`src/rtl/spi_lp_mode_ctrl.sv`:
```
module spi_lp_mode_ctrl #(
  parameter int IRQ_W = 4,
  parameter int DMA_W = 2
) (
  input  logic             clk,
  input  logic             rst_n,
  input  logic             stop_req_i,
  input  logic             mdis_i,
  input  logic             frame_busy_i,
  input  logic             frame_end_i,
  input  logic [IRQ_W-1:0] irq_i,
  input  logic [DMA_W-1:0] dma_i,
  input  logic             tx_push_i,
  input  logic             rx_pop_i,
  input  logic             tx_clr_i,
  input  logic             rx_clr_i,
  input  logic             cfg_wr_i,
  input  logic             cfg_txdis_i,
  input  logic             cfg_rxdis_i,
  output logic             stop_ack_o,
  output logic             stop_ready_o,
  output logic             clk_en_o,
  output logic [IRQ_W-1:0] irq_o,
  output logic [DMA_W-1:0] dma_o,
  output logic             tx_push_o,
  output logic             rx_pop_o,
  output logic             tx_clr_o,
  output logic             rx_clr_o,
  output logic             txf_dis_o,
  output logic             rxf_dis_o
);

  typedef enum logic [2:0] {
    M_RUN   = 3'd0,
    M_PSTOP = 3'd1,
    M_STOP  = 3'd2,
    M_PDIS  = 3'd3,
    M_DIS   = 3'd4
  } mode_t;

  mode_t mode_q, mode_d;
  logic [IRQ_W-1:0] irq_hold_q;
  logic [DMA_W-1:0] dma_hold_q;

  wire boundary = !frame_busy_i || frame_end_i;
  wire running  = (mode_q == M_RUN);
  wire stopped  = (mode_q == M_STOP);

  always_comb begin
    mode_d = mode_q;
    unique case (mode_q)
      M_RUN, M_PDIS: begin
        if (stop_req_i)
          mode_d = boundary ? M_STOP : M_PSTOP;
        else if (mdis_i)
          mode_d = boundary ? M_DIS : M_PDIS;
        else
          mode_d = M_RUN;
      end
      M_PSTOP: begin
        if (!stop_req_i)   mode_d = M_RUN;
        else if (boundary) mode_d = M_STOP;
      end
      M_STOP: if (!stop_req_i) mode_d = M_RUN;
      M_DIS:  if (!mdis_i)     mode_d = M_RUN;
      default: mode_d = M_RUN;
    endcase
  end

  always_ff @(posedge clk or negedge rst_n) begin
    if (!rst_n) begin
      mode_q     <= M_RUN;
      irq_hold_q <= '0;
      dma_hold_q <= '0;
      txf_dis_o  <= 1'b0;
      rxf_dis_o  <= 1'b0;
    end else begin
      mode_q <= mode_d;
      if (!stopped) begin
        irq_hold_q <= irq_i;
        dma_hold_q <= dma_i;
      end
      if (cfg_wr_i && mode_q != M_DIS) begin
        txf_dis_o <= cfg_txdis_i;
        rxf_dis_o <= cfg_rxdis_i;
      end
    end
  end

  assign stop_ack_o   = (mode_q == M_PSTOP) || stopped;
  assign stop_ready_o = stopped;
  assign clk_en_o     = (mode_q != M_DIS);

  assign irq_o = stopped ? irq_hold_q : irq_i;
  assign dma_o = stopped ? dma_hold_q : dma_i;

  assign tx_push_o = tx_push_i && running;
  assign rx_pop_o  = rx_pop_i  && running;
  assign tx_clr_o  = tx_clr_i  && running;
  assign rx_clr_o  = rx_clr_i  && running;

endmodule

```
`config.mk`:
```
export PLATFORM = sky130hd
export DESIGN_NAME = spi_lp_mode_ctrl
export DESIGN_NICKNAME = d
export VERILOG_FILES = /design/src/rtl/spi_lp_mode_ctrl.sv
export SDC_FILE = /design/constraint.sdc
export NUM_CORES = 1
export LEC_CHECK = 0
export BUFFER_PORTS_ARGS = -buffer_cell sky130_fd_sc_hd__buf_4
export CORE_AREA = 2 2 39 41
export DETAILED_ROUTE_END_ITERATION = 16
export DIE_AREA = 0 0 41 43
export GPL_ROUTABILITY_DRIVEN = 0
export PLACE_DENSITY = 0.74
export SLEW_MARGIN = 20
export SYNTH_ARGS = -nofsm -noshare
export SYNTH_HDL_FRONTEND = slang
export SYNTH_SLANG_ARGS = --single-unit
```
`constraint.sdc`:
```
create_clock -name clk -period 2.5 [get_ports clk]
set_clock_uncertainty 0.05 [all_clocks]
set_input_delay 0.5 -clock clk [delete_from_list [all_inputs] [get_ports clk]]
set_output_delay 0.5 -clock clk [all_outputs]
set_load 0.005 [all_outputs]
```
Word-level counts from Yosys, hierarchy flattened
Index checks and enable logic that the tools add are counted.
{"block": "word_totals", "in_bits": 19, "regBits": 11, "out_inout_bits": 15}
{"block": "op_classes", "n_mux": 11, "n_reduce_logical": 11, "n_eq_ne": 8}
{"op": "two-way mux 3 bit", "n": 7}
{"op": "case mux 3 bit (4 select lines)", "n": 1}
{"op": "equality test 3 x 2 -> 1 bit (second input constant)", "n": 2}
{"op": "inequality test 3 bit (second input constant)", "n": 2}
{"op": "logical AND 1 bit", "n": 5}
{"op": "two-way mux 2 bit", "n": 2}
{"op": "two-way mux 4 bit", "n": 1}
{"op": "inequality test 2 bit (second input constant)", "n": 2}
{"op": "equality test 3 x 1 -> 1 bit (second input constant)", "n": 1}
{"op": "equality test 3 bit (second input constant)", "n": 1}
{"op": "logical NOT 3 bit", "n": 1}
{"op": "AND reduction 3 bit", "n": 1}
{"op": "logical OR 1 bit", "n": 2}
{"op": "OR reduction 2 bit", "n": 1}
{"op": "logical NOT 1 bit", "n": 1}

Depth between registers and ports, before layout
Gate-level depths: netlist of the first run.
{"block": "logic_depth", "ltp_word": 6, "mapped_depth": 4, "depth_no_buf": 3}

Worst setup path after synthesis of the first run
OpenSTA, ideal clock, no wires.
{"block": "synth_path", "path_kind": "register to output", "start": "register mode_q[0]", "end": "output port dma_o[0]", "arrival_time_ns": 1.201, "slack_ns": 0.749, "required_ns": 1.950, "n_path_buf": 1, "path_stages_with_launch": 4, "path_cell_list": "dfrtp_1 buf_2 nor3b_4 mux2_2"}
{"block": "synth_via", "elab_chain_len": 2}
{"item": "from (decl)", "line": "41", "rtl": "mode_t mode_q, mode_d;"}
{"item": "from (signal assigned)", "line": "78", "rtl": "mode_q <= mode_d;"}
{"item": "equality test 3 x 2 -> 1 bit", "line": "47", "rtl": "wire stopped = (mode_q == M_STOP);"}
{"item": "via stop_ready_o", "line": "21", "rtl": "output logic stop_ready_o,"}
{"item": "two-way mux 2 bit"}
{"item": "to (decl)", "line": "24", "rtl": "output logic [DMA_W-1:0] dma_o,"}
The timed path passes the listed nets, and every way through them passes these cells.

Worst setup path after layout of the first run
{"block": "layout_path", "start": "register mode_q[1]", "end": "output port dma_o[0]"}
{"block": "layout_via", "elab_chain_len": 2}
{"item": "equality test 3 x 2 -> 1 bit", "line": "47"}
{"item": "two-way mux 2 bit"}
Every way passes these cells.

==> results.cfg, run 1 <==
[outcome]
status = complete, no violations

[clocking]
cts_root_buffer = clkbuf_4
clkLatencyLatePin_ps = 260
post_cts_buffers = 0
cts_resized = 0
cts_buffers = 3
h-tree-depth = 1
holdBufCountCts = 0
cts.sinks = 11
cts_buffer_depth = 2
path_clk_slew_ps = 70
cts_tree = built

[route]
dr.pass1.iters = 2
wire_per_inst_um = 11.77
wl_um = 1142
drt-initial-drc-count = 4
antenna_left = 0
drt-vias-per-instance = 4.856
drc_errors = 0
vias = 471

[pwr]
total_leakage_power_nw = 0.4092
ir_drop_mv = 0.2292
power_density_nw_per_um2 = 567.4

[synth]
ys_types = 20
synth_seq_cells = 11
synthFlopType = dfrtp_1
async_flop_share_pct = 100.0
avgSynthCellArea_um2 = 12.31
netlist_instances = 44
ys_seq_area_share_pct = 50.81
synth_area_um2 = 541.8
synth_edf_count = 0
synth_top_area_share_pct = 50.81
ys_warn_count = 0
synth_top_area_cell = dfrtp_1
synthTopCellsByArea = dfrtp_1 (51%), mux2_2 (12%), mux2_4 (5.5%)
synth_fp_nets = 63

[floorplanning]
ioPinCount = 34
chipWidth_um = 41
fp.coreArea_um2 = 1384
fp.dieH_um = 43
die-area_um2 = 1763
start_util_pct = 39.15
rows = 14

[sta]
setup_viol = 0
worst_pin_slew_ps = 361.8
fin_ws_ps = 269.0
holdWs_ps = 415.7
rsz0062_at_grt = false
finalSetupTns_ps = 0
fmax_ghz = 0.4482
period_share_pct = 89.24
final_hold_viol_count = 0
drv_slew = 0
period_needed_ps = 2231
relSlewSlack_pct = 75.85

[layout]
final_cell_area_um2 = 840.8
area_delta_synth_final_pct = 55.20
diodes = 0
mostFrequentLayoutCells = buf_4 (33), dfrtp_1 (11), mux2_2 (6)
layout.nets = 101
drive_gt1_share_pct = 59.26
layout_commonest_cell = buf_4
fin_cells = 97

[min_path]
min_path_type = primary input to register

[global_route]
track_usage_pct = 15.16
grt_max_degree = 12
grt_overflow_total = 0
grt_pass1_vias = 468
grt_pass1_wl_um = 1821
antenna_found_initial = 0

[critical_path]
cp-end-kind = output port
r2r-end = rxf_dis_o
reg2reg_slack_ps = 1020
required_ps = 1950
r2r_start = mode_q[0]
worstRegToRegCells = 3
cp_max_fo = 8
start_kind = register
crit_start = mode_q[1]
cp_data_arrival_time_ps = 1680
worstSetupPathType = register to output port
worstSetupEndpoint = dma_o[0]

[placed_design]
dp.cells = 92
placement.io_buffers = 33
dpl.hpwl_um = 961.2
place_area_um2 = 804.5
post-place-ws_ps = 531.1

[flow_run]
maxCapViolCount = 0
## sequential cells by signal (all words and copies together), names as in the netlist
| register | count |
|---|---|
| txf_dis_o | 1 |
| mode_q | 3 |
| rxf_dis_o | 1 |
| irq_hold_q | 4 |
| dma_hold_q | 2 |
## kinds of logic (layout without fill, tap and decap cells)
group | after synthesis | after routing | synth area share [%]
DFF | 11 | 11 | 50.81
xor gates and xnor gates | 1 | 1 | 1.617
AOI/OAI and AO/OA | 5 | 5 | 5.081
and+or+nand+nor | 17 | 17 | 22.86
muxes | 8 | 8 | 18.01
buffers and inverters | 2 | 39 | 1.615
## per-layer routing
metal,track usage (%),share of wire (%),vias up
met1,18.79,39,217
met3,4.712,13,0
met5,0,0,-
li1,-,-,226
met2,22.50,48,28
met4,8.000,0,0
## cell usage after synthesis, types with 2 or more instances
library cell	instances
a21oi_1	2
and2_1	4
dfrtp_1	11
mux2_2	6
mux2_4	2
nand2b_1	2
nor2_1	2
nor2b_1	2
o21ai_0	2
## stage by stage
| step | power, W | util, % |
|---|---|---|
| floorplan | 0.0002820 | - |
| global placement | 0.0003623 | 58.14 |
| detailed placement | 0.0003671 | 58.14 |
| CTS | 0.0004861 | 60.04 |
| global route | 0.0005138 | 60.76 |
| finish | 0.0004771 | 60.76 |
## worst min path at each step
stage,start,to,cells after the start,slack (ps)
finish,cfg_rxdis_i,rxf_dis_o,2,420
global route,cfg_txdis_i,txf_dis_o,2,400
CTS,rst_n,irq_hold_q[0],1,2
detailed placement,rst_n,irq_hold_q[1],1,290
global placement,rst_n,irq_hold_q[1],1,290
floorplan,rst_n,dma_hold_q[0],0,150
## worst max-delay path, stage by stage, from the launching register on
cell and delay [ps]:
dfrtp_1 480, nor3b_4 400, mux2_2 400, buf_4 140
## cell type report
type	count	area [um^2]
fill	137	543.0
sequential	11	275.3
multi-input combinational	31	257.7
timing repair buffer	34	257.7
clock buffer	4	26.28
tap	16	20.02
inverter	1	3.754
## power by group
part	switching (W)	internal [W]
Clock	0.0000532	0.0000616
Sequential	0.0000159	0.000200
Combinational	0.0000503	0.0000957
No activity file was read; power rests on OpenSTA's default activity.
==> run 2: changes to the inputs <==
--- a/config.mk
+++ b/config.mk
@@ -10,6 +10,7 @@
 export DETAILED_ROUTE_END_ITERATION = 16
 export DIE_AREA = 0 0 41 43
 export GPL_ROUTABILITY_DRIVEN = 0
+export GPL_TIMING_DRIVEN = 0
 export PLACE_DENSITY = 0.74
 export SLEW_MARGIN = 20
 export SYNTH_ARGS = -nofsm -noshare
==> results.cfg, run 2 (synthesis results as in run 1) <==
[route]
drc_errors = 0
antenna_left = 0
wire_per_inst_um = 10.89
drt-vias-per-instance = 4.825
drt-initial-drc-count = 7
dr.pass1.iters = 2
vias = 468
wl_um = 1056

[sta]
final_hold_viol_count = 0
period_share_pct = 88.84
drv_slew = 0
worst_pin_slew_ps = 350.5
setup_viol = 0
finalSetupTns_ps = 0
relSlewSlack_pct = 76.61
holdWs_ps = 7.425
period_needed_ps = 2221
rsz0062_at_grt = false
fmax_ghz = 0.4503

[pwr]
total_leakage_power_nw = 0.4103
ir_drop_mv = 0.1921
pwr-share-seq_pct = 45.0
clockPowerShare_pct = 24.0
power_density_nw_per_um2 = 566.8
switchingPower_w = 0.0001165
switching_share_pct = 24.58
combPwrFrac_pct = 31.0
internal-power_w = 0.0003573

[placed_design]
placement.io_buffers = 33
dpl.hpwl_um = 857.1

[min_path]
min_path_type = primary input to asynchronous set/reset pin

[global_route]
antenna_found_initial = 0
grt_pass1_vias = 418
track_usage_pct = 13.44
grtUsageMet1_pct = 16.84
grt_overflow_total = 0
grt_max_degree = 12
grt_pass1_wl_um = 1642
top_usage_layer = met2
use_met3_pct = 3.665
grtUsageMet2_pct = 20.63

[layout]
multi_input_area_um2 = 257.7
diodes = 0
layout_commonest_cell = buf_4
final_util_pct = 60.40
layout.nets = 101
largestRegisters = irq_hold_q: 4 flops, mode_q: 3 flops, dma_hold_q: 2 flops
top_register = irq_hold_q
drive_gt1_share_pct = 60.49
largest_reg_flops = 4
nFillCells = 122
mostFrequentLayoutCells = buf_4 (33), dfrtp_1 (11), mux2_2 (6)
seq_area_um2 = 275.3
area_delta_synth_final_pct = 54.27

[clocking]
cts_tree = built
h-tree-depth = 1
holdBufCountCts = 0
cts_buffers = 3
clkLatencyLatePin_ps = 260
cts_root_buffer = clkbuf_4
cts_resized = 0
cts_buffer_depth = 2
post_cts_buffers = 0
path_clk_slew_ps = 60
cts.sinks = 11

[critical_path]
required_ps = 1950
cp-end-kind = output port
crit_slowest_cell = mux2_2
reg2reg_slack_ps = 1010
worstSetupPathType = register to output port
path_cells = buf_2 > nor3b_4 > mux2_2 > buf_4
cp_max_fo = 8
cp_data_arrival_time_ps = 1670
slowest_delay_ps = 390
start_kind = register

[floorplanning]
die-area_um2 = 1763
chipWidth_um = 41
start_util_pct = 39.15
fp.coreArea_um2 = 1384
rows = 14
fp.dieH_um = 43
ioPinCount = 34

[outcome]
status = complete, no violations

[flow_run]
maxCapViolCount = 0
==> run 2: cell count changes in the layout (fill, tap and decap cells not counted), sizes merged <==
cell / before / now
dlygate4sd3: 1 / 0
buf: 33 / 34
==> run 2: path summary, 6_finish.rpt <==
check,from,end,depth (start not counted)
worst max-delay path,mode_q[0],irq_o[3],4
worst min-delay path,rst_n,dma_hold_q[0],1
worst max register to register,mode_q[0],rxf_dis_o,4
worst min register to register,dma_hold_q[0],dma_hold_q[0],1
max in group asynchronous,rst_n,irq_hold_q[2],1
min in group clk,cfg_txdis_i,txf_dis_o,2
==> run 2: layer usage <==
layer | up-vias | share of wire [%]
li1 | 227 | -
met1 | 211 | 42
met3 | 0 | 13
met4 | 0 | 0
met2 | 30 | 45
met5 | - | 0
==> run 2: area by class of cell <==
type | count | area share, %
buffer | 1 | 0.5988
clock buffer | 4 | 3.144
inverter | 1 | 0.4491
multi-input combinational | 31 | 30.84
sequential | 11 | 32.93
tap | 16 | 2.395
timing repair buffer | 33 | 29.64
==> run 2: worst max-delay path, delay by kind of cell (launching register included) <==
family | cells | cell delay [ps]
buf+inv | 2 | 310
flops | 1 | 360
mux | 1 | 390
simple gates | 1 | 350
==> run 2: stage by stage <==
stage	total power, W	cell area (um^2)	instances	setup slack (ps)
2_1_floorplan	0.0002820	541.8	44	748.7
3_3_place_gp	0.0003619	809.5	93	543.6
3_5_place_dp	0.0003657	809.5	93	540.5
4_1_cts	0.0004825	835.8	97	254.6
5_1_grt	0.0005071	835.8	97	183.5
6_report	0.0004738	835.8	97	279.0
==> run 2: power by group through the flow <==
stage | logic (W) | registers (W) | clock network (W)
4_1_cts | 0.000149 | 0.000214 | 0.000120
6_report | 0.000147 | 0.000213 | 0.000114
5_1_grt | 0.000162 | 0.000216 | 0.000130
3_3_place_gp | 0.000146 | 0.000216 | 0
2_1_floorplan | 0.0000681 | 0.000214 | 0
3_5_place_dp | 0.000149 | 0.000217 | 0
